`config.mk`:
```
export PLATFORM = sky130hd
export DESIGN_NAME = nand_seq
export DESIGN_NICKNAME = d
export VERILOG_FILES = /design/src/rtl/nseq_pkg.sv /design/src/rtl/nseq_fifo.sv /design/src/rtl/nseq_engine.sv /design/src/rtl/nand_seq.sv
export SDC_FILE = /design/constraint.sdc
export NUM_CORES = 1
export LEC_CHECK = 0
export BUFFER_PORTS_ARGS = -buffer_cell sky130_fd_sc_hd__buf_2
export CELL_PAD_IN_SITES_DETAIL_PLACEMENT = 1
export CELL_PAD_IN_SITES_GLOBAL_PLACEMENT = 2
export CORE_ASPECT_RATIO = 1.25
export CORE_UTILIZATION = 39
export CTS_CLUSTER_SIZE = 24
export DETAILED_ROUTE_END_ITERATION = 8
export PLACE_DENSITY_LB_ADDON = 0.1
export SETUP_SLACK_MARGIN = 0.1
export SYNTH_ARGS = -nofsm -noshare
export SYNTH_HDL_FRONTEND = slang
export SYNTH_HIERARCHICAL = 1
export SYNTH_SLANG_ARGS = --single-unit
```
`constraint.sdc`:
```
create_clock -name clk -period 3.2 [get_ports clk]
set_input_delay 0.32 -clock clk [delete_from_list [all_inputs] [get_ports clk]]
set_output_delay 0.32 -clock clk [all_outputs]
set_load 0.03 [all_outputs]
```
`src/rtl/nseq_pkg.sv`:
```
package nseq_pkg;
  localparam int LEN_W = 12;

  typedef enum logic [1:0] {
    CYC_ADDR = 2'd0,
    CYC_CMD  = 2'd1,
    CYC_WR   = 2'd2,
    CYC_RD   = 2'd3
  } cyc_e;

  // decoded queue entry: only the fields the engine uses
  typedef struct packed {
    cyc_e             cyc;
    logic             wfr;
    logic             last;
    logic             iwc;
    logic [LEN_W-1:0] arg;
  } ent_t;

  localparam int ENT_W = $bits(ent_t);

  // wait-for-ready on an address latch is a forbidden mix
  function automatic logic ent_bad(input ent_t e);
    return (e.cyc == CYC_ADDR) && e.wfr;
  endfunction

  function automatic logic ent_is_data(input ent_t e);
    return (e.cyc == CYC_WR) || (e.cyc == CYC_RD);
  endfunction

  // number of strobe pulses the entry produces
  function automatic int ent_pulses(input ent_t e);
    return ent_is_data(e) ? int'(e.arg) + 1 : 1;
  endfunction
endpackage

```
`src/rtl/nseq_fifo.sv`:
```
module nseq_fifo #(
  parameter int W     = 17,
  parameter int DEPTH = 8
) (
  input  logic         clk,
  input  logic         rst_n,
  input  logic         push,
  input  logic [W-1:0] din,
  input  logic         pop,
  output logic [W-1:0] dout,
  output logic         full,
  output logic         empty
);
  localparam int AW = (DEPTH > 1) ? $clog2(DEPTH) : 1;
  localparam int CW = $clog2(DEPTH + 1);

  logic [W-1:0]  mem [DEPTH];
  logic [AW-1:0] wp, rp;
  logic [CW-1:0] cnt;
  logic          push_ok, pop_ok;

  function automatic logic [AW-1:0] ptr_next(input logic [AW-1:0] p);
    return (p == AW'(DEPTH - 1)) ? '0 : p + 1'b1;
  endfunction

  assign full    = (cnt == CW'(DEPTH));
  assign empty   = (cnt == '0);
  assign push_ok = push && !full;
  assign pop_ok  = pop && !empty;
  assign dout    = mem[rp];

  always_ff @(posedge clk) begin
    if (push_ok) mem[wp] <= din;
  end

  always_ff @(posedge clk or negedge rst_n) begin
    if (!rst_n) begin
      wp  <= '0;
      rp  <= '0;
      cnt <= '0;
    end else begin
      if (push_ok) wp <= ptr_next(wp);
      if (pop_ok)  rp <= ptr_next(rp);
      case ({push_ok, pop_ok})
        2'b10:   cnt <= cnt + 1'b1;
        2'b01:   cnt <= cnt - 1'b1;
        default: cnt <= cnt;
      endcase
    end
  end


  drop_when_full_chk: assert property (@(posedge clk) disable iff (!rst_n)
    (push && full && !pop) |=> full);


  never_overfill_chk: assert property (@(posedge clk) disable iff (!rst_n)
    cnt <= CW'(DEPTH));
endmodule

```
`src/rtl/nseq_engine.sv`:
```
module nseq_engine
  import nseq_pkg::*;
#(
  parameter int PULSE_LO = 3,
  parameter int PULSE_HI = 2
) (
  input  logic       clk,
  input  logic       rst_n,
  input  logic       q_empty,
  input  ent_t       q_ent,
  output logic       q_pop,
  input  logic [7:0] tx_data,
  input  logic       tx_valid,
  output logic       tx_ready,
  output logic [7:0] rx_data,
  output logic       rx_valid,
  output logic       nand_ce_n,
  output logic       nand_cle,
  output logic       nand_ale,
  output logic       nand_we_n,
  output logic       nand_re_n,
  output logic [7:0] nand_io_out,
  output logic       nand_io_oe,
  input  logic [7:0] nand_io_in,
  input  logic       nand_rb_n,
  output logic       evt_done,
  output logic       evt_err,
  output logic       evt_irq
);
  localparam int PMAX = (PULSE_LO > PULSE_HI) ? PULSE_LO : PULSE_HI;
  localparam int TW   = $clog2(PMAX + 1);

  typedef enum logic [2:0] {
    S_IDLE, S_LOAD, S_ARM, S_LO, S_HI, S_WAIT, S_DONE
  } st_e;

  st_e              st;
  ent_t             cur;
  logic [TW-1:0]    tmr;
  logic [LEN_W-1:0] remain;
  logic [7:0]       obyte;
  logic             ce_on;
  logic             in_cycle, strobe_lo, lo_end, hi_end;

  assign q_pop     = (st == S_IDLE) && !q_empty;
  assign in_cycle  = (st == S_ARM) || (st == S_LO) || (st == S_HI);
  assign strobe_lo = (st == S_LO);
  assign lo_end    = strobe_lo && (tmr == '0);
  assign hi_end    = (st == S_HI) && (tmr == '0);

  assign nand_ce_n   = !ce_on;
  assign nand_cle    = in_cycle && (cur.cyc == CYC_CMD);
  assign nand_ale    = in_cycle && (cur.cyc == CYC_ADDR);
  assign nand_we_n   = !(strobe_lo && (cur.cyc != CYC_RD));
  assign nand_re_n   = !(strobe_lo && (cur.cyc == CYC_RD));
  assign nand_io_oe  = in_cycle && (cur.cyc != CYC_RD);
  assign nand_io_out = obyte;
  assign tx_ready    = (st == S_ARM) && (cur.cyc == CYC_WR);

  assign evt_done = (st == S_DONE);
  assign evt_err  = (st == S_LOAD) && ent_bad(cur);
  assign evt_irq  = evt_done && cur.iwc;

  always_ff @(posedge clk or negedge rst_n) begin
    if (!rst_n) begin
      st       <= S_IDLE;
      cur      <= '0;
      tmr      <= '0;
      remain   <= '0;
      obyte    <= '0;
      ce_on    <= 1'b0;
      rx_data  <= '0;
      rx_valid <= 1'b0;
    end else begin
      rx_valid <= 1'b0;
      case (st)
        S_IDLE: if (q_pop) begin
          cur <= q_ent;
          st  <= S_LOAD;
        end
        S_LOAD: begin
          if (ent_bad(cur)) begin
            ce_on <= 1'b0;
            st    <= S_IDLE;
          end else begin
            ce_on  <= 1'b1;
            remain <= cur.arg;
            obyte  <= cur.arg[7:0];
            st     <= S_ARM;
          end
        end
        S_ARM: begin
          if (cur.cyc != CYC_WR || tx_valid) begin
            if (cur.cyc == CYC_WR) obyte <= tx_data;
            tmr <= TW'(PULSE_LO - 1);
            st  <= S_LO;
          end
        end
        S_LO: begin
          if (lo_end) begin
            tmr <= TW'(PULSE_HI - 1);
            st  <= S_HI;
            if (cur.cyc == CYC_RD) begin
              rx_data  <= nand_io_in;
              rx_valid <= 1'b1;
            end
          end else begin
            tmr <= tmr - 1'b1;
          end
        end
        S_HI: begin
          if (hi_end) begin
            if (ent_is_data(cur) && remain != '0) begin
              remain <= remain - 1'b1;
              st     <= S_ARM;
            end else begin
              st <= cur.wfr ? S_WAIT : S_DONE;
            end
          end else begin
            tmr <= tmr - 1'b1;
          end
        end
        S_WAIT: if (nand_rb_n) st <= S_DONE;
        S_DONE: begin
          if (cur.last) ce_on <= 1'b0;
          st <= S_IDLE;
        end
        default: st <= S_IDLE;
      endcase
    end
  end


  latch_excl_chk: assert property (@(posedge clk) disable iff (!rst_n)
    !(nand_cle && nand_ale));


  strobe_excl_chk: assert property (@(posedge clk) disable iff (!rst_n)
    !(!nand_we_n && !nand_re_n));


  ce_cover_chk: assert property (@(posedge clk) disable iff (!rst_n)
    (!nand_we_n || !nand_re_n) |-> !nand_ce_n);


  wait_hold_chk: assert property (@(posedge clk) disable iff (!rst_n)
    (st == S_WAIT && !nand_rb_n) |=> !evt_done);


  bad_no_strobe_chk: assert property (@(posedge clk) disable iff (!rst_n)
    evt_err |=> (nand_we_n && nand_re_n && nand_ce_n));


  lo_hold_chk: assert property (@(posedge clk) disable iff (!rst_n)
    (strobe_lo && tmr != '0) |=> $stable(nand_we_n) && $stable(nand_re_n));
endmodule

```
`src/rtl/nand_seq.sv`:
```
module nand_seq
  import nseq_pkg::*;
#(
  parameter int DEPTH    = 8,
  parameter int PULSE_LO = 3,
  parameter int PULSE_HI = 2
) (
  input  logic        clk,
  input  logic        rst_n,
  input  logic        cmd_push,
  input  logic [31:0] cmd_word,
  output logic        cmd_full,
  output logic        cmd_empty,
  input  logic [7:0]  tx_data,
  input  logic        tx_valid,
  output logic        tx_ready,
  output logic [7:0]  rx_data,
  output logic        rx_valid,
  output logic        nand_ce_n,
  output logic        nand_cle,
  output logic        nand_ale,
  output logic        nand_we_n,
  output logic        nand_re_n,
  output logic [7:0]  nand_io_out,
  output logic        nand_io_oe,
  input  logic [7:0]  nand_io_in,
  input  logic        nand_rb_n,
  input  logic [1:0]  status_clr,
  output logic        stat_done,
  output logic        stat_err,
  output logic        irq
);
  ent_t in_ent, q_ent;
  logic q_pop, q_empty;
  logic evt_done, evt_err, evt_irq;
  logic done_q, err_q, irq_q;
  logic unused_word_bits;

  // field positions of the command word
  assign in_ent.cyc  = cyc_e'(cmd_word[17:16]);
  assign in_ent.wfr  = cmd_word[19];
  assign in_ent.last = cmd_word[18];
  assign in_ent.iwc  = cmd_word[13];
  assign in_ent.arg  = cmd_word[LEN_W-1:0];
  assign unused_word_bits = ^{cmd_word[31:20], cmd_word[15:14], cmd_word[12]};

  nseq_fifo #(.W(ENT_W), .DEPTH(DEPTH)) u_fifo (
    .clk(clk), .rst_n(rst_n), .push(cmd_push), .din(in_ent),
    .pop(q_pop), .dout(q_ent), .full(cmd_full), .empty(q_empty)
  );
  assign cmd_empty = q_empty;

  nseq_engine #(.PULSE_LO(PULSE_LO), .PULSE_HI(PULSE_HI)) u_eng (
    .clk(clk), .rst_n(rst_n), .q_empty(q_empty), .q_ent(q_ent), .q_pop(q_pop),
    .tx_data(tx_data), .tx_valid(tx_valid), .tx_ready(tx_ready),
    .rx_data(rx_data), .rx_valid(rx_valid),
    .nand_ce_n(nand_ce_n), .nand_cle(nand_cle), .nand_ale(nand_ale),
    .nand_we_n(nand_we_n), .nand_re_n(nand_re_n),
    .nand_io_out(nand_io_out), .nand_io_oe(nand_io_oe),
    .nand_io_in(nand_io_in), .nand_rb_n(nand_rb_n),
    .evt_done(evt_done), .evt_err(evt_err), .evt_irq(evt_irq)
  );

  // sticky status: a new event wins over a clear in the same cycle
  always_ff @(posedge clk or negedge rst_n) begin
    if (!rst_n) begin
      done_q <= 1'b0;
      err_q  <= 1'b0;
      irq_q  <= 1'b0;
    end else begin
      done_q <= evt_done | (done_q & ~status_clr[0]);
      irq_q  <= evt_irq  | (irq_q  & ~status_clr[0]);
      err_q  <= evt_err  | (err_q  & ~status_clr[1]);
    end
  end

  assign stat_done = done_q & ~err_q;
  assign irq       = irq_q & ~err_q;
  assign stat_err  = err_q;


  done_sticky_chk: assert property (@(posedge clk) disable iff (!rst_n)
    (done_q && !status_clr[0]) |=> done_q);


  irq_needs_done_chk: assert property (@(posedge clk) disable iff (!rst_n)
    $rose(irq_q) |-> done_q);
endmodule

```
After elaboration in Yosys (flattened, before gate mapping) --
Memory sizes are Yosys's and may differ from the RTL's. A register that Yosys moved wholly into a read port is not among the register bits. Cells that the tools add are included. Widths: inputs -> output; s select.
Word-level totals: flip-flop bits (word level) 48, memory bits (writable) 136, word-level logic and storage cells 131, memories kept 1
Operators by class: $add $sub $neg 6, eq/ne operators 26, mux-type cells 32, bitwise gates (word level) 11, reductions and logical operators 42
Memory list:
- u_fifo.mem | words 8, bits a word 17, read ports 1, clocked after Yosys merged registers in 1, wr ports 1, line nseq_fifo.sv:17 | logic [W-1:0] mem [DEPTH];
Operator list (count):
- $mux 12 | 3
- $mux 3 | 8
- $mux 8 | 3
- $pmux 12 s2 | 1
- $ne 2x2->1 const B | 10
- $pmux 3 s6 | 1
- $pmux 8 s2 | 1
- $eq 3x3->1 const B | 5
- $logic_and 1x1->1 | 15
- $reduce_bool 12->1 | 1
- $sub 12x1->12 const B | 1
- $mux 2 | 5
- $pmux 4 s2 | 1
- $reduce_and 4->1 | 2
- $reduce_bool 2->1 | 4
- $mux 1 | 7
- $add 3x1->3 const B | 2
- $eq 2x2->1 const B | 3
- $eq 3x2->1 const B | 2
- $logic_not 1->1 | 6
- $pmux 2 s3 | 1
- $reduce_and 3->1 | 2
- $and 1x1->1 | 5
- $reduce_and 5->1 | 1
- 16 further kinds | 27

Depth between registers and ports, before layout --
Gate-level depths: netlist of run 1.
word-level depth 6, depth in mapped cells 11, depth with buffers taken out 9

Cells and area by module --
Netlist of run 1, hierarchy kept.
By module, submodules not included:
- nseq_fifo | times used 1, cells an instance 267, area each 5953.2 µm², seq. area each 4334.2 µm²
- nseq_engine | times used 1, cells an instance 259, area each 2663.8 µm², seq. area each 1301.2 µm²
- nand_seq | times used 1, cells an instance 10, area each 117.6 µm², seq. area each 75.1 µm²

Least setup slack after synthesis of run 1 --
No wires, ideal clock.
kind flip-flop to flip-flop, start point register u_fifo.cnt[0], end point register u_fifo.cnt[3], library setup time 0.134 ns, arrival 3.806 ns, setup slack -0.740 ns, stages on the path, launching flop included 12, path buffers 2, cells stage by stage dfrtp_1 > clkbuf_2 > nor4_1 > nor4_2 > buf_6 > o41ai_4 > inv_1 > ha_1 > ha_1 > or4b_2 > o311ai_0 > o211ai_1
On the way: word-level cells in the longest chain between the ends 6
Ends and longest elaborated chain:
- start, declared | line nseq_fifo.sv:19 | logic [CW-1:0] cnt;
- start signal, assigned | line nseq_fifo.sv:45 | 2'b10: cnt <= cnt + 1'b1;
- start signal, assigned | line nseq_fifo.sv:46 | 2'b01: cnt <= cnt - 1'b1;
- start signal, assigned | line nseq_fifo.sv:47 | default: cnt <= cnt;
- $logic_not 4->1 * | line nseq_fifo.sv:27 | assign empty = (cnt == '0);
- via cmd_empty | line nand_seq.sv:13 | output logic cmd_empty,
- $logic_not 1->1 * | line nseq_engine.sv:45 | assign q_pop = (st == S_IDLE) && !q_empty;
- $logic_and 1x1->1 * | line nseq_engine.sv:45
- via q_pop | line nand_seq.sv:34 | logic q_pop, q_empty;
- $logic_and 1x1->1 * | line nseq_fifo.sv:29 | assign pop_ok = pop && !empty;
- via u_fifo.pop_ok | line nseq_fifo.sv:20 | logic push_ok, pop_ok;
- $eq 2x1->1 or $eq 2x2->1 (tied branches) | line nseq_fifo.sv:44 | case ({push_ok, pop_ok})
- $pmux 4 s2 or $reduce_bool 2->1 (tied branches)
The timed path passes the listed nets; every way through them passes the cells marked *. A chain may end at the register's enable or synchronous reset.

Final worst setup path of run 1 --
start point register u_fifo.cnt[1], end point register u_fifo.cnt[3]
On the way: word-level cells in the longest chain between the ends 6
Ends and longest elaborated chain (line):
- $logic_not 4->1 | nseq_fifo.sv:27
- $logic_not 1->1 | nseq_fifo.sv:29, nseq_engine.sv:45
- $logic_and 1x1->1 | nseq_engine.sv:45
- $logic_and 1x1->1 | nseq_fifo.sv:29
- $eq 2x1->1 or $eq 2x2->1 (tied branches) | nseq_fifo.sv:44
- $pmux 4 s2 or $reduce_bool 2->1 (tied branches)
Parallel ways exist; a longest one is shown, timed or not.

==> qor.yml, run 1 <==
clocking:
  insertion_delay_ps: 510
  cts_resized: 0
  cts_hold_buf: 0
  postCtsSetupBuffers: 0
  clock-sinks: 201
  cts_tree: "done"
  clockRootBuffer: "clkbuf_16"
  cts_made_buffers: 22
  path_clk_slew_ps: 60
  cts_max_level: 1
  clock_path_buffers: 3
synth:
  synth_fp_nets: 601
  synth_top_cell_by_area: "edfxtp_1"
  avgSynthCellArea_um2: 16.30
  ys_seq_area_frac: 0.6538
  synth_flop_cell: "edfxtp_1"
  synth.area.top_cells: "edfxtp_1, dfrtp_1, mux4_1"
  synth_cell_types: 59
  async_flop_share: 0.3234
  synth.top_cell.area_share: 0.4676
  synth_area_um2: 8735
  ys_ff_latch: 201
  synth_edf_count: 136
  synth_cells: 536
  synth-warning-count: 6
  yosysMostFrequentCell: "edfxtp_1"
  synth_common_cells: "edfxtp_1, dfrtp_1, mux2_2, o21ai_0, mux4_1"
power:
  internal_power_w: 0.006598
  power.share.switching: 0.3463
  p_per_area_nw_per_um2: 988.3
  p_leak_nw: 3.896
  ir_drop_mv: 0.4747
  clkPwrFrac: 0.250
  seq_power_share: 0.392
  switchingPower_w: 0.003495
  comb_power_share: 0.358
routing:
  wl_per_cell_um: 19.77
  first_iter_violations: 198
  ant_nets: 0
  vias: 4873
  vias_per_cell: 5.343
  routed_wirelength_um: 18030
  drtPass1Iterations: 4
  drc_errors: 0
finish:
  seqCellArea_um2: 5712
  fillers: 2123
  multiInputGateArea_um2: 2882
  drive_above_1_share: 0.3017
  final_cells: 912
  n_antenna_cell: 0
  final_nets: 683
  area_delta_synth_final_pct: 16.93
timing:
  period_minus_slack_ps: 2872
  report.final.slew_viol_count: 0
  fmax_ghz: 0.3482
  tns_ps: 0
  finalHoldViolCount: 9
  rsz0062_at_grt: "false"
  slew_headroom: 0.4178
  period_share: 0.8973
  worst_pin_slew_ps: 873.2
  skew_ps: 8.121
  setup_viol: 0
  fin_hold_ws_ps: -31.03
global_routing:
  grt_pass1_wl_um: 29130
  grt_pass1_vias: 5229
  grt_max_degree: 66
  grt_antenna_before_repair: 1
  grt-ovfl-total: 0
  grtUsageTotal: 0.1675
placement:
  dp_hpwl_um: 11200
  place.gp.congestion: 0.7694
  io_buffer_count: 68
  dp_cells: 873
die:
  die_area_um2: 23000
  die_h_um: 169.3
  initial_core_util: 0.4012
  ios: 84
  rows: 60
  design.core.area_um2: 21770
  die_w_um: 135.9
critical_path:
  required_ps: 3570
  critPathMaxFanout: 9
  cp-start-kind: "register"
  critPathKind: "register to register"
  cp.arrival_ps: 3250
  critPathCaptureType: "register"
run_status:
  status: "finished with violations"
  violations: "hold timing"
worst_hold_path:
  hold_class: "primary input to asynchronous set/reset pin"
job:
  cap_viol_max_count: 0
[area by class of cell]
cell class | instances | area share
clock buffer | 24 | 0.05464
clock inverter | 15 | 0.01666
inverter | 16 | 0.005880
multi-input combinational | 290 | 0.2821
sequential | 201 | 0.5592
tap | 279 | 0.03418
timing repair buffer | 87 | 0.04729
[per-stage QoR]
stage	setup WS [ps]	hold WS [ps]	cell area, µm²	power, W	util
floorplan	125.5	24.41	8761	0.006629	-
global placement	338.1	460.5	9474	0.007511	0.4352
CTS	221.9	18.87	10200	0.01024	0.4686
detailed placement	227.8	471.1	9474	0.007654	0.4352
finish	328.5	-31.03	10210	0.01009	0.4691
global route	146.5	30.39	10210	0.01076	0.4691
[path summary, 6_finish.rpt]
path | from | to | slack (ps) | cells after the start
worst max-delay path | u_fifo/cnt[1]$_DFFE_PN0P_ | u_fifo/cnt[3]$_DFFE_PN0P_ | 330 | 7
worst min-delay path | rst_n | stat_err$_DFF_PN0_ | -30 | 2
worst max register to register | u_fifo/cnt[1]$_DFFE_PN0P_ | u_fifo/cnt[3]$_DFFE_PN0P_ | 330 | 7
worst min register to register | done_q$_DFF_PN0_ | done_q$_DFF_PN0_ | 470 | 1
max in group asynchronous | rst_n | u_fifo/cnt[0]$_DFFE_PN0P_ | 2550 | 2
min in group clk | nand_io_in[7] | u_eng/rx_data[7]$_DFFE_PN0P_ | 40 | 2
[kinds of logic after synthesis]
family                     count (synthesis)  synth area share
and+or+nand+nor                          106           0.06647
AOI/OAI and AO/OA                         78           0.05916
DFF                                      201            0.6538
buffers and inverters                     45           0.02621
xor gates and xnor gates                   3          0.003009
adders and majority gates                 10           0.01518
muxes                                     93            0.1762
[critical path, stage by stage (launching register included)]
cell and delay, ps:
dfrtp_1 470, or4b_4 610, nand2_4 190, ha_4 210
ha_1 290, or4b_2 680, o311ai_0 140, o211ai_1 150
[flip-flops by register name (all words and copies together) (netlist names)]
signal             cells
done_q                 1
u_eng/rx_valid         1
stat_err               1
u_eng/st               3
irq_q                  1
u_eng/remain          12
u_fifo/rp              3
u_eng/tmr              2
u_fifo/mem           136
u_eng/rx_data          8
u_eng/ce_on            1
u_fifo/wp              3
u_fifo/cnt             4
u_eng/cur             17
u_eng/nand_io_out      8
[power groups by stage]
stage	combinational, W	clock [W]	sequential, W
final	0.00361	0.00252	0.00396
after global routing	0.00401	0.00269	0.00406
after CTS	0.00366	0.00261	0.00396
after detailed placement	0.00364	0	0.00402
after global placement	0.00355	0	0.00397
after floorplan	0.00264	0	0.00399
[placed cells by master (no fill, tap or decap), types with 3 or more instances in the layout]
cell and instances:
mux4_1 33, nand2_1 21, a21o_1 4, nor3b_1 8
edfxtp_1 136, mux2_2 47, buf_2 68, o21ai_0 34
inv_1 16, bufinv_16 3, clkinv_2 4, nor2_1 23
mux2i_1 12, nand3_1 8, nand2b_1 3, nor2b_1 6
ha_1 8, buf_4 19, nor3_1 8, and3_1 3
dfrtp_1 64, a21oi_1 18, o22ai_1 3, nor4_1 3
clkinv_1 3, nor3_4 3, clkbuf_16 22
[metal layers]
| layer | up-vias | track usage | part of all wire |
|---|---|---|---|
| met2 | 89 | 0.2961 | 0.52 |
| met5 | - | 0 | 0.00072 |
| met1 | 2485 | 0.2066 | 0.42 |
| met4 | 2 | 0.05072 | 0.017 |
| li1 | 2266 | - | - |
| met3 | 31 | 0.03076 | 0.042 |
No activity file was read; power rests on OpenSTA's default activity.
==> run 2, diff against run 1 <==
CORE_UTILIZATION = 47   (was 39)
clock period = 3.5 ns   (was 3.2 ns; I/O delays follow)
==> run 2 against run 1 <==
Compared with the run above:
- the flow now finishes without violations
- maximum frequency fell by 5.7%
- non-clock buffer count fell by 2
- die area fell by 17%
- total power fell by 7.3%
- critical path depth did not move
- sequential share of layout area rose by 0.23 points
- via count barely moved
- cell area fell by 0.43%
- final cell count fell by 5.9%
- global-route usage rose by 2.9 points
- first-iteration DRC count rose by 32%
- setup slack improved by 130 ps
- critical path type unchanged
- critical endpoint unchanged
==> qor.yml, run 2 (same netlist as run 1, synthesis figures left out) <==
run_status:
  status: "completed"
placement:
  io_buffer_count: 68
  dp_hpwl_um: 11530
  place.gp.congestion: 0.7496
global_routing:
  grt-ovfl-total: 0
  grtUsageTotal: 0.1968
  grt_pass1_vias: 5212
  grt_pass1_wl_um: 28330
  grt_max_degree: 45
  grt_antenna_before_repair: 0
critical_path:
  critPathKind: "register to register"
  ff2ff_path_depth: 7
  crit_top_cell: "ha_1"
  path_delay_family: "simple AND/OR/NAND/NOR gates"
  r2r_setup_slack_ps: 460
  cp-start-kind: "register"
  r2r-start: "u_fifo/cnt[0]$_DFFE_PN0P_"
  max_stage_delay_ps: 680
  cp.arrival_ps: 3400
  slowest_stage: "or4b_2"
  crit_chain: "or4b_4, nand2_4, ha_1, ha_1, or4b_2, o311ai_0, o211ai_1"
  critPathCaptureType: "register"
  required_ps: 3860
  worst-path-buf-inv: 0
  r2r_end: "u_fifo/cnt[3]$_DFFE_PN0P_"
  critPathMaxFanout: 9
routing:
  drc_errors: 0
  drtPass1Iterations: 4
  first_iter_violations: 261
  ant_nets: 0
  routed_wirelength_um: 17900
  vias_per_cell: 5.675
  vias: 4869
  wl_per_cell_um: 20.86
clocking:
  path_clk_slew_ps: 60
  clockRootBuffer: "clkbuf_16"
  postCtsSetupBuffers: 0
  cts_made_buffers: 21
  cts_hold_buf: 0
  cts_resized: 0
  insertion_delay_ps: 500
  cts_tree: "done"
  clock-sinks: 201
  clock_path_buffers: 3
  cts_max_level: 1
finish:
  largest-register: "u_fifo/mem"
  seqCellArea_um2: 5710
  largest_reg_flops: 136
  final_util: 0.5598
  area_delta_synth_final_pct: 16.43
  multiInputGateArea_um2: 2875
  final_nets: 680
  fillers: 1691
  drive_above_1_share: 0.2984
  mostFrequentLayoutCells: "edfxtp_1, buf_2, dfrtp_1"
  layout_commonest_cell: "edfxtp_1"
  largestRegisters: "u_fifo/mem (136), u_eng/cur (17), u_eng/remain (12)"
  n_antenna_cell: 0
power:
  p_per_area_nw_per_um2: 919.8
  p_total_w: 0.009354
  p_leak_nw: 3.912
  ir_drop_mv: 0.4866
job:
  cap_viol_max_count: 0
timing:
  report.final.slew_viol_count: 0
  fmax_ghz: 0.3286
  worst_pin_slew_ps: 1055
  tns_ps: 0
  rsz0062_at_grt: "false"
  period_minus_slack_ps: 3044
  period_share: 0.8696
  skew_ps: 8.579
  setup_viol: 0
  finalHoldViolCount: 0
  slew_headroom: 0.2968
die:
  rows: 55
  initial_core_util: 0.4808
  die_h_um: 154.4
  die_area_um2: 19140
  ios: 84
  die_w_um: 123.9
  design.core.area_um2: 18170
worst_hold_path:
  hold_class: "primary input to asynchronous set/reset pin"
-- run 2: cell types whose count changed in the layout (fill, tap and decap cells not counted), sizes merged --
cell	change
clkinv	-5
clkbuf	-1
buf	-2
bufinv	+3
inv	+2
-- run 2: worst reg2reg max path, stage by stage, from the launching register on --
cell,delay [ps]
dfrtp_1,490
or4b_4,600
nand2_4,190
ha_1,340
ha_1,350
or4b_2,680
o311ai_0,130
o211ai_1,140
-- run 2: worst max path at each step --
stage                              startpoint                   endpoint  slack, ps  depth (start not counted)
floorplan           u_fifo/cnt[0]$_DFFE_PN0P_  u_fifo/cnt[3]$_DFFE_PN0P_        300                         11
global placement    u_fifo/cnt[0]$_DFFE_PN0P_  u_fifo/cnt[3]$_DFFE_PN0P_        570                          7
detailed placement  u_fifo/cnt[0]$_DFFE_PN0P_  u_fifo/cnt[3]$_DFFE_PN0P_        460                          7
CTS                 u_fifo/cnt[0]$_DFFE_PN0P_  u_fifo/cnt[3]$_DFFE_PN0P_        450                          7
global route        u_fifo/cnt[0]$_DFFE_PN0P_  u_fifo/cnt[3]$_DFFE_PN0P_        330                          7
finish              u_fifo/cnt[0]$_DFFE_PN0P_  u_fifo/cnt[3]$_DFFE_PN0P_        460                          7
-- run 2: cell type report --
cell class	instances	area share
Tap cell	228	0.02805
Clock buffer	23	0.05241
Multi-Input combinational cell	290	0.2827
Timing Repair Buffer	85	0.04601
Sequential cell	201	0.5615
Clock inverter	15	0.02338
Inverter	16	0.005905
-- run 2: stage by stage --
stage               hold WS (ps)  instances  worst slack [ps]  area (µm²)
CTS                        67.45        858             448.5       10170
global route               75.00        858             329.6       10170
finish                     49.45        858             456.5       10170
detailed placement         470.0        820             458.5        9399
floorplan                  54.41        536             296.3        8750
global placement           453.1        820             565.3        9399
-- run 2: routing by layer --
layer	wire, µm	global-route usage
met1	7426	0.2397
met2	9610	0.3619
met3	589	0.03024
met4	275	0.04422
met5	0	0
-- run 2: power by group --
part / internal (W) / total, W / switching, W
Combinational: 0.00146 / 0.00324 / 0.00179
Clock: 0.00155 / 0.00247 / 0.000921
Sequential: 0.00316 / 0.00364 / 0.000474
==> run 3, diff against run 2 <==
PLACE_DENSITY = 0.86   (was default)
PLACE_DENSITY_LB_ADDON = default   (was 0.1)
==> run 3 against run 2 <==
Compared with the run above:
- the run now ends with hold timing left
- count of clock-buffer cells in the layout grew 3
- maximum frequency shrank 0.33%
- largest power group unchanged
- cell area shrank 1.4%
- critical endpoint unchanged
- final cell count shrank 0.47%
- non-clock buffer count shrank 2
==> qor.yml, run 3 (same netlist as run 1, synthesis figures left out) <==
global_routing:
  grtUsageTotal: 0.2006
  grt_pass1_wl_um: 28760
  grt_pass1_vias: 5324
  grt_max_degree: 39
  grt_antenna_before_repair: 0
  grt-ovfl-total: 0
run_status:
  status: "finished with violations"
  violations: "hold timing"
die:
  design.core.area_um2: 18170
  initial_core_util: 0.4808
  ios: 84
  die_area_um2: 19140
  rows: 55
  die_h_um: 154.4
  die_w_um: 123.9
finish:
  final_nets: 678
  largest-register: "u_fifo/mem"
  fillers: 1717
  drive_above_1_share: 0.2843
  mostFrequentLayoutCells: "edfxtp_1, buf_2, dfrtp_1"
  layout_commonest_cell: "edfxtp_1"
  area_delta_synth_final_pct: 14.84
  largest_reg_flops: 136
  n_antenna_cell: 0
  final_util: 0.5521
  largestRegisters: "u_fifo/mem (136), u_eng/cur (17), u_eng/remain (12)"
power:
  switchingPower_w: 0.003166
  p_leak_nw: 3.843
  comb_power_share: 0.364
  power.share.switching: 0.3517
  internal_power_w: 0.005836
  ir_drop_mv: 0.4828
  p_per_area_nw_per_um2: 897.3
  p_total_w: 0.009001
  seq_power_share: 0.407
  clkPwrFrac: 0.229
clocking:
  cts_resized: 0
  clock-sinks: 201
  path_clk_slew_ps: 60
  clockRootBuffer: "clkbuf_16"
  clock_path_buffers: 3
  cts_tree: "done"
  cts_hold_buf: 0
  insertion_delay_ps: 480
  cts_made_buffers: 21
  postCtsSetupBuffers: 0
  cts_max_level: 1
placement:
  io_buffer_count: 68
  place.gp.congestion: 0.7868
  dp_hpwl_um: 12190
timing:
  report.final.slew_viol_count: 0
  finalHoldViolCount: 3
  fmax_ghz: 0.3275
  period_minus_slack_ps: 3054
  tns_ps: 0
  slew_headroom: 0.2557
  worst_pin_slew_ps: 1113
  rsz0062_at_grt: "false"
  period_share: 0.8725
  skew_ps: 7.814
  fin_hold_ws_ps: -1.300
  setup_viol: 0
routing:
  routed_wirelength_um: 18500
  wl_per_cell_um: 21.66
  first_iter_violations: 305
  vias: 4920
  ant_nets: 0
  vias_per_cell: 5.761
  drc_errors: 0
  drtPass1Iterations: 4
critical_path:
  critPathCaptureType: "register"
  critPathKind: "register to register"
  ff2ff_path_depth: 7
  cp-start-kind: "register"
  cp.arrival_ps: 3400
  r2r-start: "u_fifo/cnt[0]$_DFFE_PN0P_"
  r2r_setup_slack_ps: 450
  critPathMaxFanout: 9
  r2r_end: "u_fifo/cnt[3]$_DFFE_PN0P_"
  required_ps: 3850
job:
  cap_viol_max_count: 0
worst_hold_path:
  hold_class: "primary input to asynchronous set/reset pin"
[run 3: cell types whose count changed in the layout (fill, tap and decap cells not counted), sizes merged]
| cell | delta |
|---|---|
| bufinv | -5 |
| clkinv | +4 |
| clkbuf | +3 |
| buf | -2 |
| clkinvlp | -2 |
| inv | -2 |
[run 3: through the flow]
stage	setup slack (ps)	instances	cell area (µm²)	hold WS [ps]
after CTS	439.0	854	10030	17.27
final	446.4	854	10030	-1.300
after global placement	563.7	818	9384	453.6
after detailed placement	449.3	818	9384	465.6
after global routing	305.9	854	10030	56.84
after floorplan	296.3	536	8750	54.41
[run 3: power by group through the flow]
| stage | clock network, W | logic [W] | registers (W) |
|---|---|---|---|
| 2_1_floorplan | 0 | 0.00240 | 0.00364 |
| 3_3_place_gp | 0 | 0.00310 | 0.00365 |
| 3_5_place_dp | 0 | 0.00328 | 0.00372 |
| 4_1_cts | 0.00213 | 0.00332 | 0.00367 |
| 5_1_grt | 0.00219 | 0.00357 | 0.00374 |
| 6_report | 0.00206 | 0.00327 | 0.00366 |
[run 3: routing by layer]
metal,GRT usage,share of wire,vias to the layer above
li1,-,-,2255
met2,0.3772,0.55,95
met5,0,0,-
met3,0.02987,0.031,28
met4,0.05159,0.019,0
met1,0.2343,0.40,2542
[run 3: worst max-delay path by stage]
stage	startpoint	end	slack, ps	depth (start not counted)
6_report	u_fifo/cnt[0]$_DFFE_PN0P_	u_fifo/cnt[3]$_DFFE_PN0P_	450	7
5_1_grt	u_fifo/cnt[0]$_DFFE_PN0P_	u_fifo/cnt[3]$_DFFE_PN0P_	310	7
4_1_cts	u_fifo/cnt[0]$_DFFE_PN0P_	u_fifo/cnt[3]$_DFFE_PN0P_	440	7
3_5_place_dp	u_fifo/cnt[0]$_DFFE_PN0P_	u_fifo/cnt[3]$_DFFE_PN0P_	450	7
3_3_place_gp	u_fifo/cnt[0]$_DFFE_PN0P_	u_fifo/cnt[3]$_DFFE_PN0P_	560	7
2_1_floorplan	u_fifo/cnt[0]$_DFFE_PN0P_	u_fifo/cnt[3]$_DFFE_PN0P_	300	11
[run 3: area by class of cell]
class / instances / area, µm² / share of cell area
multi-input combinational: 290 / 2875 / 0.2866
sequential: 201 / 5710 / 0.5693
inverter: 16 / 60.06 / 0.005987
tap: 228 / 285.3 / 0.02844
clock inverter: 10 / 82.58 / 0.008232
clock buffer: 26 / 564.3 / 0.05626
timing repair buffer: 83 / 452.9 / 0.04515
[run 3: critical path, stage by stage, from the launching register on]
cell	delay, ps
dfrtp_1	500
or4b_4	610
nand2_4	190
ha_1	340
ha_1	340
or4b_2	680
o311ai_0	120
o211ai_1	140
